==> src/rtl/pbc_pkg.sv <==
package pbc_pkg;
    typedef enum logic [2:0] {
        S_TI  = 3'd0,
        S_T1  = 3'd1,
        S_T2  = 3'd2,
        S_T2I = 3'd3,
        S_T2P = 3'd4,
        S_T1P = 3'd5
    } bus_st_e;
endpackage

==> src/rtl/pbc_fsm.sv <==
module pbc_fsm
    import pbc_pkg::*;
(
    input  logic    clk,
    input  logic    rst_n,
    input  logic    req_valid,
    input  logic    na_n,
    input  logic    rdy_n,
    output bus_st_e st,
    output logic    take,
    output logic    load_cur,
    output logic    load_pend,
    output logic    promote,
    output logic    cyc_end,
    output logic    active,
    output logic    ads_n
);
    bus_st_e nxt;
    logic    ads_q;

    // state register
    always_ff @(posedge clk) begin
        if (!rst_n) begin
            st    <= S_TI;
            ads_q <= 1'b0;
        end else begin
            st    <= nxt;
            ads_q <= (nxt == S_T1) || (nxt == S_T2P && st != S_T2P);
        end
    end

    // next state and strobes
    always_comb begin
        nxt       = st;
        take      = 1'b0;
        load_cur  = 1'b0;
        load_pend = 1'b0;
        promote   = 1'b0;
        cyc_end   = 1'b0;
        unique case (st)
            S_TI: begin
                if (req_valid) begin
                    nxt      = S_T1;
                    take     = 1'b1;
                    load_cur = 1'b1;
                end
            end
            S_T1: nxt = S_T2;
            S_T2, S_T2I: begin
                if (!rdy_n) begin
                    cyc_end = 1'b1;
                    if (req_valid) begin
                        nxt      = S_T1;
                        take     = 1'b1;
                        load_cur = 1'b1;
                    end else begin
                        nxt = S_TI;
                    end
                end else if (st == S_T2I || !na_n) begin
                    if (req_valid) begin
                        nxt       = S_T2P;
                        take      = 1'b1;
                        load_pend = 1'b1;
                    end else begin
                        nxt = S_T2I;
                    end
                end
            end
            S_T2P: begin
                if (!rdy_n) begin
                    cyc_end = 1'b1;
                    promote = 1'b1;
                    nxt     = S_T1P;
                end
            end
            S_T1P: begin
                if (!na_n) begin
                    if (req_valid) begin
                        nxt       = S_T2P;
                        take      = 1'b1;
                        load_pend = 1'b1;
                    end else begin
                        nxt = S_T2I;
                    end
                end else begin
                    nxt = S_T2;
                end
            end
            default: nxt = S_TI;
        endcase
    end

    // outputs decoded from state
    always_comb begin
        active = (st != S_TI);
        ads_n  = ~ads_q;
    end


    idle_exit_chk: assert property (@(posedge clk) disable iff (!rst_n)
        (st == S_TI) |=> (st == S_TI || st == S_T1));

    ads_single_chk: assert property (@(posedge clk) disable iff (!rst_n)
        !ads_n |=> ads_n);

    t2p_hold_chk: assert property (@(posedge clk) disable iff (!rst_n)
        (st == S_T2P && rdy_n) |=> (st == S_T2P && ads_n));

    t1p_entry_chk: assert property (@(posedge clk) disable iff (!rst_n)
        (st == S_T1P) |-> ($past(st) == S_T2P && !$past(rdy_n)));
endmodule

==> src/rtl/pbc_addr_stage.sv <==
module pbc_addr_stage #(
    parameter int AW = 24,
    parameter int BW = 4
) (
    input  logic          clk,
    input  logic          rst_n,
    input  logic          load,
    input  logic          ads_n,
    input  logic [AW-1:0] req_addr,
    input  logic [BW-1:0] req_be,
    input  logic          req_write,
    output logic [AW-1:0] bus_addr,
    output logic [BW-1:0] bus_be,
    output logic          bus_wr
);
    always_ff @(posedge clk) begin
        if (!rst_n) begin
            bus_addr <= '0;
            bus_be   <= '0;
            bus_wr   <= 1'b0;
        end else if (load) begin
            bus_addr <= req_addr;
            bus_be   <= req_be;
            bus_wr   <= req_write;
        end
    end


    addr_hold_chk: assert property (@(posedge clk) disable iff (!rst_n)
        ads_n |-> $stable({bus_addr, bus_be, bus_wr}));
endmodule

==> src/rtl/pbc_data_stage.sv <==
module pbc_data_stage #(
    parameter int DW = 32
) (
    input  logic          clk,
    input  logic          rst_n,
    input  logic          load_cur,
    input  logic          load_pend,
    input  logic          promote,
    input  logic          cyc_end,
    input  logic          active,
    input  logic          req_write,
    input  logic [DW-1:0] req_wdata,
    input  logic [DW-1:0] bus_din,
    output logic          bus_den,
    output logic [DW-1:0] bus_dout,
    output logic [DW-1:0] rd_data,
    output logic          done
);
    logic          cur_wr, pend_wr;
    logic [DW-1:0] cur_wd, pend_wd;

    always_ff @(posedge clk) begin
        if (!rst_n) begin
            cur_wr  <= 1'b0;
            cur_wd  <= '0;
            pend_wr <= 1'b0;
            pend_wd <= '0;
            rd_data <= '0;
            done    <= 1'b0;
        end else begin
            if (load_cur) begin
                cur_wr <= req_write;
                cur_wd <= req_wdata;
            end else if (promote) begin
                cur_wr <= pend_wr;
                cur_wd <= pend_wd;
            end
            if (load_pend) begin
                pend_wr <= req_write;
                pend_wd <= req_wdata;
            end
            if (cyc_end && !cur_wr) rd_data <= bus_din;
            done <= cyc_end;
        end
    end

    always_comb begin
        bus_den  = active & cur_wr;
        bus_dout = bus_den ? cur_wd : '0;
    end


    done_pulse_chk: assert property (@(posedge clk) disable iff (!rst_n)
        done |=> !done);

    den_idle_chk: assert property (@(posedge clk) disable iff (!rst_n)
        !active |-> !bus_den);
endmodule

==> src/rtl/pipe_bus_ctrl.sv <==
module pipe_bus_ctrl
    import pbc_pkg::*;
#(
    parameter int AW = 24,
    parameter int DW = 32
) (
    input  logic               clk,
    input  logic               rst_n,
    input  logic               req_valid,
    input  logic [AW-1:0]      req_addr,
    input  logic [DW/8-1:0]    req_be,
    input  logic               req_write,
    input  logic [DW-1:0]      req_wdata,
    output logic               req_take,
    output logic               req_done,
    output logic [DW-1:0]      req_rdata,
    input  logic               na_n,
    input  logic               rdy_n,
    output logic               ads_n,
    output logic [AW-1:0]      bus_addr,
    output logic [DW/8-1:0]    bus_be,
    output logic               bus_wr,
    output logic               bus_den,
    output logic [DW-1:0]      bus_dout,
    input  logic [DW-1:0]      bus_din
);
    localparam int BW = DW / 8;

    bus_st_e st;
    logic    take, load_cur, load_pend, promote, cyc_end, active;

    pbc_fsm u_fsm (
        .clk       (clk),
        .rst_n     (rst_n),
        .req_valid (req_valid),
        .na_n      (na_n),
        .rdy_n     (rdy_n),
        .st        (st),
        .take      (take),
        .load_cur  (load_cur),
        .load_pend (load_pend),
        .promote   (promote),
        .cyc_end   (cyc_end),
        .active    (active),
        .ads_n     (ads_n)
    );

    pbc_addr_stage #(.AW(AW), .BW(BW)) u_addr (
        .clk       (clk),
        .rst_n     (rst_n),
        .load      (take),
        .ads_n     (ads_n),
        .req_addr  (req_addr),
        .req_be    (req_be),
        .req_write (req_write),
        .bus_addr  (bus_addr),
        .bus_be    (bus_be),
        .bus_wr    (bus_wr)
    );

    pbc_data_stage #(.DW(DW)) u_data (
        .clk       (clk),
        .rst_n     (rst_n),
        .load_cur  (load_cur),
        .load_pend (load_pend),
        .promote   (promote),
        .cyc_end   (cyc_end),
        .active    (active),
        .req_write (req_write),
        .req_wdata (req_wdata),
        .bus_din   (bus_din),
        .bus_den   (bus_den),
        .bus_dout  (bus_dout),
        .rd_data   (req_rdata),
        .done      (req_done)
    );

    assign req_take = take;


    take_valid_chk: assert property (@(posedge clk) disable iff (!rst_n)
        req_take |-> req_valid);

    take_strobe_chk: assert property (@(posedge clk) disable iff (!rst_n)
        req_take |=> !ads_n);
endmodule

==> config.mk <==
export PLATFORM = sky130hd
export DESIGN_NAME = pipe_bus_ctrl
export DESIGN_NICKNAME = d
export VERILOG_FILES = /design/src/rtl/pbc_pkg.sv /design/src/rtl/pbc_fsm.sv /design/src/rtl/pbc_addr_stage.sv /design/src/rtl/pbc_data_stage.sv /design/src/rtl/pipe_bus_ctrl.sv
export SDC_FILE = /design/constraint.sdc
export NUM_CORES = 1
export LEC_CHECK = 0
export BUFFER_PORTS_ARGS = -buffer_cell sky130_fd_sc_hd__clkbuf_2
export CAP_MARGIN = 20
export CORE_MARGIN = 2
export CORE_UTILIZATION = 50
export CTS_CLUSTER_DIAMETER = 120
export DETAILED_ROUTE_END_ITERATION = 7
export HOLD_SLACK_MARGIN = 0.1
export MAX_ROUTING_LAYER = met4
export PLACE_DENSITY = 0.8
export SYNTH_ARGS = -nofsm -noshare
export SYNTH_HDL_FRONTEND = slang
export SYNTH_HIERARCHICAL = 1
export SYNTH_SLANG_ARGS = --single-unit
==> constraint.sdc <==
create_clock -name clk -period 2.3 [get_ports clk]
set_input_delay 0.46 -clock clk [delete_from_list [all_inputs] [get_ports clk]]
set_output_delay 0.46 -clock clk [all_outputs]
set_load 0.05 [all_outputs]
==> metrics.md <==
| Metric | Value |
|---|---|
| Die area | `roughly 0.012 mm²` |
| Number of flops mapped to enable cells by yosys | `0` |
| First-pass GRT wire length | `20.1 mm` |
| Post-DRT Antenna Nets | `0` |
| Wire length per cell | `14.8 µm` |
| Setup TNS | `0 ps` |
| Worst Setup Start Kind | `register` |
| Postcts setup bufs | `0` |
| Vias/cell | `just over 5` |
| Clock Path Buffers | `2` |
| Psw | `1.68 mW` |
| Largest net degree at the start of global routing | `133` |
| Largest area contributor in the netlist | `dfxtp_1` |
| Initial core utilization | `51.7%` |
| Syn Inst Count | `566` |
| Global route overflow | `0` |
| Top cells by count, synth | `dfxtp_1 (132), mux2i_1 (95), nand2_1 (72), nor2b_1 (53), o21ai_0 (37)` |
| Worst reg2reg path startpoint | `u_fsm/st[2]` |
| P_int | `4.25 mW` |
| GP Congestion | `0.781` |
| Max VDD drop | `0.000530 V` |
| # rows | `38` |
| Crit. End Element | `primary output` |
| Nets | `843` |
| Status | `completed` |
| Clock Latency Late Sink | `410 ps` |
| Fin. max-slew vios | `0` |
| FF-to-FF setup slack | `380 ps` |
| Final Hold Viols | `0` |
| Share of layout cells above drive strength 1 | `between 30% and 40%` |
| Die span in x | `110 µm` |
| RSZ-0062 raised after global routing | `false` |
| CTS root buffer | `clkbuf_16` |
| Vias in the first global route | `4,370` |
| Total Power | `5.92 mW` |
| CP startpoint | `u_fsm/st[1]` |
| Synth-to-Final Area Change | `27.4%` |
| Die height | `110 µm` |
| Min-Delay Path Class | `input pin to register` |
| IO Port Bufs | `194` |
| IO Pins | `195` |
| Switching share of power | `between 20 and 30%` |
| Post-Syn Nets | `around 660` |
| Overall Global Routing Usage | `22.2%` |
| Sequential Power Share | `42.6%` |
| Netlist cell types | `31` |
| Top FF cell, synth | `dfxtp_1` |
| Avg Inst Size Synth | `9.99 µm²` |
| Required time of the worst setup path | `1840 ps` |
| Hold_sp | `bus_din[8]` |
| DP HPWL | `9.04 mm` |
| Starting DRT DRC Count | `237` |
| Clock sink count | `132` |
| Worst slack at placement | `between 200 and 250 ps` |
| Setup Crit Path Kind | `register to primary output` |
| Fmax | `between 400 and 500 MHz` |
| Synth warnings | `6` |
| Hold depth | `3` |
| H-tree depth | `4` |
| Top cell type's share of synthesized area | `46.7%` |
| Min Tclk post-route | `2190 ps` |
| Final Instance Area | `0.00721 mm²` |
| Least-Margin Pin Slew | `435 ps` |
| Synth top area cells | `dfxtp_1 (47%), mux2i_1 (17%), a21boi_2 (6.0%)` |
| Synth async-reset ratio | `0%` |
| Initial antenna violation count | `0` |
| Via count | `4,625` |
| Clock power share | `between 30 and 40%` |
| CTS tree | `built` |
| DRT Wirelength | `13.3 mm` |
| Max cap viols | `0` |
| Slew HR | `71.0%` |
| Part of the Yosys area used for sequential elements | `46.7%` |
| N_diodes | `0` |
| Dpl cell area | `0.00666 mm²` |
| Period utilization | `95.4%` |
| CP max FO | `19` |
| Leak pwr | `3.13 nW` |
| Final setup margin | `106 ps` |
| # DRC | `0` |
| Flop and latch count out of synthesis | `around 130` |
| Worst r2r path cells | `7` |
| Count leader, synth | `dfxtp_1` |
| Final setup viols | `0` |
| Critical path arrival | `1730 ps` |
| Logic gate share of total power | `18.1%` |
| Clock Skews | `11.5 ps` |
| Detailed Routing Iterations Pass 1 | `4` |
| TritonCTS buffer count | `17` |
| Power Density | `822 mW/mm²` |
| CTS clock-pin slew for the worst setup and hold paths | `50 ps` |
| Syn Std Cell Area | `0.00566 mm²` |
| Core area | `0.0109 mm²` |
-- registers in the layout, summed over array words and instances, names as in the netlist --
signal / flops
u_data/cur_wd: 32
u_data/cur_wr: 1
u_fsm/ads_q: 1
u_data/done: 1
u_data/rd_data: 32
u_fsm/st: 3
u_addr/bus_be: 4
u_data/pend_wr: 1
u_addr/bus_addr: 24
u_addr/bus_wr: 1
u_data/pend_wd: 32
-- metal layers --
layer / wire [µm] / up-vias / track usage [%]
li1: - / 2287 / -
met1: 5490 / 2179 / 24.1
met2: 6810 / 139 / 38.6
met3: 709 / 20 / 5.29
met4: 257 / 0 / 10.0
met5: 0 / - / -
-- timing repair --
action,4_1_cts,5_1_grt
pin swaps,0,0
gates resized for setup,9,7
setup endpoints to repair,9,34
hold buffers,0,0
-- layout make-up --
cell class              instances  area [µm²]
clock buffers                  24         482
fillers                       860        3730
repair buffers                205        1150
flip-flops and latches        132        2640
inverters                       6        22.5
multi-input cells             383        2700
clock inverters                 6        30.0
well taps                     140         175
-- worst max-delay path, cell delays in order, from the launching register on --
cell      delay (ps)
dfxtp_2          360
nor2_1           190
nand2_1          130
buf_4            210
and3_1           190
clkbuf_2         230
-- worst paths after layout --
kind / endpoint
worst max-delay path: bus_dout[25]
worst min-delay path: u_data/rd_data[8]
worst max register to register: u_data/pend_wd[24]
worst min register to register: u_data/rd_data[8]
-- power groups by stage --
| stage | clock [mW] | sequential (mW) | combinational, mW |
|---|---|---|---|
| after floorplan | 0 | 2.79 | 0.543 |
| after global placement | 0 | 2.56 | 1.03 |
| after detailed placement | 0 | 2.57 | 1.07 |
| after CTS | 2.39 | 2.52 | 1.07 |
| after global routing | 2.49 | 2.54 | 1.14 |
| final | 2.33 | 2.52 | 1.07 |
-- cells by family (layout without fill, tap and decap cells) --
logic type | Yosys count | after routing | share of synthesized area, %
mux | 95 | 95 | 16.8
compound gates | 109 | 109 | 13.4
flops | 132 | 132 | 46.7
simple gates | 179 | 179 | 17.2
buf+inv | 51 | 241 | 5.88
-- layout by cell type, fill, tap and decap left out, types with 2 or more instances in the layout --
master     synthesis  layout
nor2_1             3       2
clkbuf_2           0     179
nand2_1           72      71
and2b_1           10      10
nor2b_1           53      52
o21ai_0           37      37
clkinv_2           0       6
buf_2              4       5
clkbuf_4           0       9
and2_1             2       2
buf_12             1       6
buf_4              6       6
dfxtp_1          132     131
a21boi_0           3       3
clkbuf_1          22       4
inv_1              4       3
a21boi_2          30      30
a21oi_1           35      35
clkbuf_16          0      17
mux2i_1           95      95
inv_2              2       3
and3_1            32      32
clkbuf_8           3       3
-- through the flow --
stage	utilization, %	hold WS (ps)	std cells
2_1_floorplan	-	482	566
4_1_cts	65.8	262	896
6_report	65.9	277	896
5_1_grt	65.9	275	896
3_5_place_dp	60.9	456	866
3_3_place_gp	60.9	451	866
Power figures use the tool's default switching activity.
